$ cat config.mk
export PLATFORM = sky130hd
export DESIGN_NAME = bulk_row_mover
export DESIGN_NICKNAME = d
export VERILOG_FILES = /design/src/rtl/bulk_row_mover.sv
export SDC_FILE = /design/constraint.sdc
export NUM_CORES = 1
export LEC_CHECK = 0
export BUFFER_PORTS_ARGS = -buffer_cell sky130_fd_sc_hd__buf_2
export CORE_MARGIN = 2
export CORE_UTILIZATION = 40
export CTS_BUF_LIST = sky130_fd_sc_hd__clkbuf_4 sky130_fd_sc_hd__clkbuf_8
export DETAILED_ROUTE_END_ITERATION = 8
export PLACE_DENSITY = 0.62
export SLEW_MARGIN = 15
export SYNTH_ARGS = -nofsm -noshare
export SYNTH_HDL_FRONTEND = slang
export SYNTH_SLANG_ARGS = --single-unit
$ cat constraint.sdc
create_clock -name clk -period 1.8 [get_ports clk]
set_input_delay 0.18 -clock clk [delete_from_list [all_inputs] [get_ports clk]]
set_output_delay 0.18 -clock clk [all_outputs]
set_load 0.02 [all_outputs]
$ cat src/rtl/bulk_row_mover.sv
module bulk_row_mover #(
  parameter int BANKS       = 2,
  parameter int SUBARRAYS   = 2,
  parameter int ROWS        = 8,
  parameter int COLS        = 4,
  parameter int DATA_W      = 8,
  parameter int ZERO_ROW    = ROWS - 1,
  parameter int SCRATCH_ROW = ROWS - 2,
  localparam int BW = $clog2(BANKS),
  localparam int SW = $clog2(SUBARRAYS),
  localparam int RW = $clog2(ROWS),
  localparam int CW = $clog2(COLS)
) (
  input  logic              clk,
  input  logic              rst_n,
  input  logic              req_valid,
  output logic              req_ready,
  input  logic [1:0]        req_kind,
  input  logic [BW-1:0]     req_src_bank,
  input  logic [SW-1:0]     req_src_sa,
  input  logic [RW-1:0]     req_src_row,
  input  logic [BW-1:0]     req_dst_bank,
  input  logic [SW-1:0]     req_dst_sa,
  input  logic [RW-1:0]     req_dst_row,
  input  logic [RW-1:0]     req_count,
  input  logic [DATA_W-1:0] req_value,
  output logic              done,
  output logic              cmd_valid,
  output logic [1:0]        cmd_op,
  output logic [BW-1:0]     cmd_bank,
  output logic [SW-1:0]     cmd_sa,
  output logic [RW-1:0]     cmd_row,
  output logic [CW-1:0]     cmd_col,
  output logic              wr_en,
  output logic [BW-1:0]     wr_bank,
  output logic [SW-1:0]     wr_sa,
  output logic [CW-1:0]     wr_col,
  output logic [DATA_W-1:0] wr_data,
  input  logic [DATA_W-1:0] rd_data
);
  localparam logic [1:0] OP_ACT = 2'd1;
  localparam logic [1:0] OP_PRE = 2'd2;
  localparam logic [1:0] OP_RD  = 2'd3;
  localparam logic [CW-1:0] LAST_COL = CW'(COLS - 1);

  typedef enum logic [3:0] {
    S_IDLE, S_ACT_A, S_ACT_B, S_XFER, S_TAIL, S_PRE_A, S_PRE_B, S_FWR, S_FREP, S_DONE
  } state_t;
  typedef enum logic [1:0] { M_FPM, M_PSM, M_FILL } mode_t;

  state_t st;
  mode_t  mode;
  logic [BW-1:0] a_b, b_b, f_b;
  logic [SW-1:0] a_s, b_s, f_s;
  logic [RW-1:0] a_r, b_r, f_r, rep;
  logic [CW-1:0] col;
  logic [DATA_W-1:0] val;
  logic leg2;

  wire same_loc  = (req_src_bank == req_dst_bank) && (req_src_sa == req_dst_sa)
                   && (req_src_row == req_dst_row);
  wire same_bank = (req_src_bank == req_dst_bank);
  wire same_sa   = (req_src_sa == req_dst_sa);
  wire [BW-1:0] scr_bank = req_dst_bank ^ BW'(1);

  always_ff @(posedge clk) begin
    if (!rst_n) begin
      st <= S_IDLE;  mode <= M_FPM;  leg2 <= 1'b0;
      a_b <= '0; a_s <= '0; a_r <= '0;
      b_b <= '0; b_s <= '0; b_r <= '0;
      f_b <= '0; f_s <= '0; f_r <= '0;
      col <= '0; rep <= '0; val <= '0;
    end else begin
      unique case (st)
        S_IDLE: if (req_valid) begin
          b_b <= req_dst_bank; b_s <= req_dst_sa; b_r <= req_dst_row;
          a_b <= req_src_bank; a_s <= req_src_sa; a_r <= req_src_row;
          f_b <= req_dst_bank; f_s <= req_dst_sa; f_r <= req_dst_row;
          leg2 <= 1'b0; rep <= req_count; val <= req_value; col <= '0;
          st <= S_ACT_A;
          case (req_kind)
            2'd0: begin
              if (same_loc) st <= S_DONE;
              else if (!same_bank) mode <= M_PSM;
              else if (same_sa) mode <= M_FPM;
              else begin
                mode <= M_PSM; leg2 <= 1'b1;
                b_b <= scr_bank; b_r <= RW'(SCRATCH_ROW);
              end
            end
            2'd1: begin
              mode <= M_FPM;
              a_b <= req_dst_bank; a_s <= req_dst_sa; a_r <= RW'(ZERO_ROW);
            end
            2'd2: begin
              mode <= M_FILL;
              a_b <= req_dst_bank; a_s <= req_dst_sa; a_r <= req_dst_row;
            end
            default: st <= S_DONE;
          endcase
        end
        S_ACT_A: begin
          col <= '0;
          st  <= (mode == M_FILL) ? S_FWR : S_ACT_B;
        end
        S_ACT_B: st <= (mode == M_FPM) ? S_PRE_B : S_XFER;
        S_XFER: begin
          if (col == LAST_COL) st <= S_TAIL;
          else col <= col + CW'(1);
        end
        S_TAIL:  st <= S_PRE_A;
        S_PRE_A: st <= S_PRE_B;
        S_PRE_B: begin
          if (leg2) begin
            leg2 <= 1'b0;
            a_b <= b_b; a_s <= b_s; a_r <= b_r;
            b_b <= f_b; b_s <= f_s; b_r <= f_r;
            st  <= S_ACT_A;
          end else st <= S_DONE;
        end
        S_FWR: begin
          if (col == LAST_COL) begin
            if (rep != '0) begin
              st <= S_FREP; b_r <= b_r + RW'(1);
            end else st <= S_PRE_B;
          end else col <= col + CW'(1);
        end
        S_FREP: begin
          rep <= rep - RW'(1);
          if (rep == RW'(1)) st <= S_PRE_B;
          else b_r <= b_r + RW'(1);
        end
        S_DONE:  st <= S_IDLE;
        default: st <= S_IDLE;
      endcase
    end
  end

  wire on_a = (st == S_ACT_A) || (st == S_XFER) || (st == S_PRE_A);

  assign req_ready = (st == S_IDLE);
  assign done      = (st == S_DONE);
  assign cmd_valid = (st == S_ACT_A) || (st == S_ACT_B) || (st == S_XFER) ||
                     (st == S_PRE_A) || (st == S_PRE_B) || (st == S_FREP);
  assign cmd_op    = (st == S_XFER) ? OP_RD :
                     ((st == S_PRE_A) || (st == S_PRE_B)) ? OP_PRE :
                     cmd_valid ? OP_ACT : 2'd0;
  assign cmd_bank  = on_a ? a_b : b_b;
  assign cmd_sa    = on_a ? a_s : b_s;
  assign cmd_row   = on_a ? a_r : b_r;
  assign cmd_col   = col;

  assign wr_en   = ((st == S_XFER) && (col != '0)) || (st == S_TAIL) || (st == S_FWR);
  assign wr_bank = b_b;
  assign wr_sa   = b_s;
  assign wr_col  = (st == S_XFER) ? col - CW'(1) : col;
  assign wr_data = (st == S_FWR) ? val : rd_data;
endmodule

* After elaboration in Yosys (flattened, before gate mapping)
Index checks and enable logic that the tools add are counted.
** Storage, ports and cells
- Bits of input ports :: 34
- Register bits after elaboration :: 35
- Word-level logic and storage cells :: 145
- Output and inout port bits :: 25
** Cells by class
- Add/sub/neg operators :: 4
- Muxes and demuxes :: 66
- Reduce and logical (&&, ||, !) cells :: 33
- Bitwise gates (word level) :: 1
- Eq/ne operators :: 26
** Operators by type and width (count)
- $mux W3 :: 15
- $pmux W4 S9 :: 1
- $mux W4 :: 7
- $mux W1 :: 24
- $ne A2 B2 Y1 const B :: 9
- $pmux W3 S2 :: 3
- $eq A4 B3 Y1 const B :: 4
- $mux W2 :: 6
- $pmux W2 S3 :: 2
- $pmux W3 S4 :: 1
- $logic_or A1 B1 Y1 :: 10
- $pmux W1 S2 :: 5
- $reduce_bool A3 Y1 :: 3
- $eq A4 B2 Y1 const B :: 2
- $eq A4 B4 Y1 const B :: 2
- $mux W8 :: 1
- $pmux W4 S2 :: 1
- $reduce_and A4 Y1 :: 2
- $eq A2 B2 Y1 const B :: 3
- $reduce_and A2 Y1 :: 3
- $reduce_and A3 Y1 :: 2
- $reduce_and A6 Y1 :: 1
- $reduce_bool A2 Y1 :: 3
- $eq A4 B1 Y1 const B :: 1
- 14 further kinds :: 19

* Logic depth before layout (Yosys ltp)
- Word-level depth :: 9
- Depth in mapped cells :: 7
- Mapped depth without buffers :: 7

* Worst setup path after synthesis
Ideal clock, no wire load.
- Path type :: reg2out
- From :: reg st[0]
- To :: out wr_col[1]
- Stages on the path, launching flop included :: 8
- Buffers on the path :: 3
- Data arrival time :: 1.684 ns
- Path slack :: -0.064 ns
- Data required time :: 1.620 ns
- Cells stage by stage :: dfxtp_1 buf_6 clkbuf_1 buf_2 nand2_1 nor3_1 nor2_1 a21oi_1
** On the way
- Word-level cells in the longest chain between the ends :: 2
** RTL lines
- from (decl) :: line 51 : state_t st;
- from (signal assigned) :: line 104 : st <= (mode == M_FILL) ? S_FWR : S_ACT_B;
- from (signal assigned) :: line 106 : S_ACT_B: st <= (mode == M_FPM) ? S_PRE_B : S_XFER;
- $eq A4 B2 Y1 :: line 156 : assign wr_col = (st == S_XFER) ? col - CW'(1) : col;
- $mux W2 :: line 156
- to (decl) :: line 37 : output logic [CW-1:0] wr_col,
Every way passes these cells.

* Worst setup path in the final report
- From :: reg st[0]
- To :: out wr_data[7]
** On the way
- Word-level cells in the longest chain between the ends :: 2
** RTL lines
- $eq A4 B3 Y1 :: line 157 : assign wr_data = (st == S_FWR) ? val : rd_data;
- $mux W8 :: line 157
- to (decl) :: line 38 : output logic [DATA_W-1:0] wr_data,
Every way passes these cells.

==> results.toml <==
[yosys]
synth.avg_cell_area_um2 = 8.06
synth_seq_cells = 35
ys_seq_area_frac = 0.288
synth_edf_count = 0
syn-cell-area_mm2 = 0.00243
syn-num-nets = 346
synth-async-reset-ratio = 0
yosys.cell_types.count = 59
yosys_warnings = 0
synth_cells = 302
synthFlopType = "dfxtp_1"

[final_layout]
multi_input_area_mm2 = 0.00160
stdcell_count = 450
final_cell_mix = "58 x buf_2, 43 x nand2_1, 35 x a21oi_1, 31 x dfxtp_1, 29 x buf_4"
final_common_cell = "buf_2"
seqCellArea_um2 = 706
diodes = 0
fin_nets = 418
fillCellCount = 571
areaGrowthSynthToFinish_pct = 25.9
final_layout_size_suffix_gt1_frac = 0.349
design_area_mm2 = 0.00306

[worst_setup_path]
critPathArrivalTime_ns = 1.60
cp_cell_sequence = "buf_4 > nand4b_1 > buf_6 > mux2_2 > buf_2"
crit_family = "buffers and inverters"
cp_num_buf_inv = 3
critPathKind = "flop to primary output"
critical_path.max_fanout = 11
critPathSlowestCell = "dfxtp_2"
critPathRequiredTime_ns = 1.62
cp-start-kind = "flop"
end_kind = "primary output"
critPathMaxStageDelay_ns = 0.36

[die]
fp.dieArea_mm2 = 0.00672
num_rows = 28
die_h_um = 82
start_util = 0.413
io_pins = 59
placeableCoreArea_mm2 = 0.00589
die_width_um = 82

[timing]
finalSetupTns_ns = 0
fmax_mhz = 561
finalHoldViolCount = 0
rsz0062_at_grt = "yes"
period_share = 0.990
max_slew_margin = 0.714
finalSetupViolations = 0
holdWs_ns = 0.118
maxSlewViolCount = 0
period_minus_slack_ns = 1.78
skew_ns = 0.00443
tightest_slew_ns = 0.427

[placed_design]
port_buffers = 58
placed_cells = 441
dp_hpwl_mm = 5.14
gp_congestion = 0.866
placed_cell_area_mm2 = 0.00295

[drt]
wire_per_inst_um = 14.5
vias = 2464
routed_via_density = 5.48
drt-total-wl_mm = 6.53
ant_nets = 0
drc = 0
drtPass1Iterations = 4
drt-initial-drc-count = 145

[global_route]
grt_max_degree = 20
grt_antenna_before_repair = 0
grt_pass1_vias = 2264
gr-total-overflow = 0
grt_pass1_wl_mm = 11.0
grt_util_all_layers = 0.213

[cts]
clk_latency_ns = 0.29
cts_tree = "yes"
h-tree-depth = 2
root_buffer = "clkbuf_8"
cts_buffer_depth = 2
numCtsBuffers = 5
cts_sinks = 35
ctsHoldBuffers = 0
clk_pin_slew_ns = 0.07

[pwr]
power.density_mw_per_mm2 = 1640
peakVddDrop_mv = 0.935
p_leak_nw = 1.33

[worst_hold_path]
min_path_type = "input port to flop"

[job]
drv_cap = 0

[run_status]
status = "finished, final reports clean"
-- what timing repair did --
action                                  CTS  global route
gates resized for setup                   6             2
endpoints found under the hold margin     0             0
endpoints found under the setup margin   14            18
buffers inserted                          0             1
gates cloned                              0             0
-- where the power goes --
part | switching, W | internal, W
combinational | 0.00172 | 0.00143
sequential | 0.000230 | 0.00105
clock | 0.000299 | 0.000286
total | 0.00225 | 0.00277
-- cell type report --
type / count / area share
tap: 75 / 0.0306
inverter: 10 / 0.0123
sequential: 35 / 0.230
timing repair buffer: 89 / 0.176
clock buffer: 6 / 0.0249
clock inverter: 2 / 0.00408
multi-input combinational: 233 / 0.522
-- routing by layer --
| layer | track usage | vias to the layer above | part of all wire |
|---|---|---|---|
| li1 | - | 1227 | - |
| met1 | 0.276 | 1166 | 0.47 |
| met2 | 0.358 | 64 | 0.47 |
| met3 | 0.0341 | 7 | 0.048 |
| met4 | 0.0750 | 0 | 0.012 |
| met5 | 0 | - | 0 |
-- cells by family after synthesis --
logic type               after synthesis  synth area share
AND/OR/NAND/NOR                      104             0.229
AO/OA/AOI/OAI                         89             0.244
flip-flops                            35             0.288
buffers and inverters                 34            0.0632
multiplexers                          19            0.0848
XOR/XNOR                              11            0.0396
adder cells (fa/ha/maj)               10            0.0514
-- registers in the layout, summed over array words and instances (netlist names), 2 cells and up --
| name | count |
|---|---|
| b_r | 3 |
| rep | 3 |
| a_r | 3 |
| mode | 2 |
| cmd_col | 2 |
| f_r | 3 |
| val | 8 |
| st | 4 |
-- path summary, 6_finish.rpt --
path	cells after the start	endpoint	startpoint	slack [ns]
hold / removal	3	val[2]$_SDFFE_PN0P_	req_value[2]	0.12
setup reg to reg	5	st[2]$_SDFFE_PN0P_	st[2]$_SDFFE_PN0P_	0.08
setup / recovery	5	wr_data[7]	st[0]$_SDFFE_PN0P_	0.02
hold reg to reg	2	val[1]$_SDFFE_PN0P_	val[1]$_SDFFE_PN0P_	0.45
-- metrics by stage --
step            util  total power (W)  setup WS [ns]
6_report       0.520          0.00501         0.0188
2_1_floorplan      -          0.00340         0.0334
5_1_grt        0.520          0.00543        -0.0495
3_3_place_gp   0.501          0.00437         0.0809
4_1_cts        0.518          0.00500       0.000968
3_5_place_dp   0.501          0.00439         0.0810
-- synthesized netlist by cell type (4+ instances only) --
master	number	area share
xnor2_1	5	0.018
a31oi_1	4	0.010
mux2_2	13	0.060
xor2_1	6	0.022
nand2_1	44	0.068
a21oi_1	36	0.074
clkbuf_1	11	0.017
nor3_1	5	0.010
mux2i_1	6	0.025
a211oi_1	10	0.031
and3_1	4	0.010
nand3_1	4	0.0082
nor2_1	21	0.032
inv_1	9	0.014
ha_1	10	0.051
o21ai_0	9	0.019
dfxtp_1	35	0.29
buf_2	9	0.019
-- worst reg2reg max path, stage by stage, from the launching register on --
cell     delay [ns]
dfxtp_2        0.37
or4b_1         0.57
buf_4          0.19
o32ai_1        0.23
o21ai_0        0.17
a21oi_1        0.12
No activity file was read; power rests on OpenSTA's default activity.
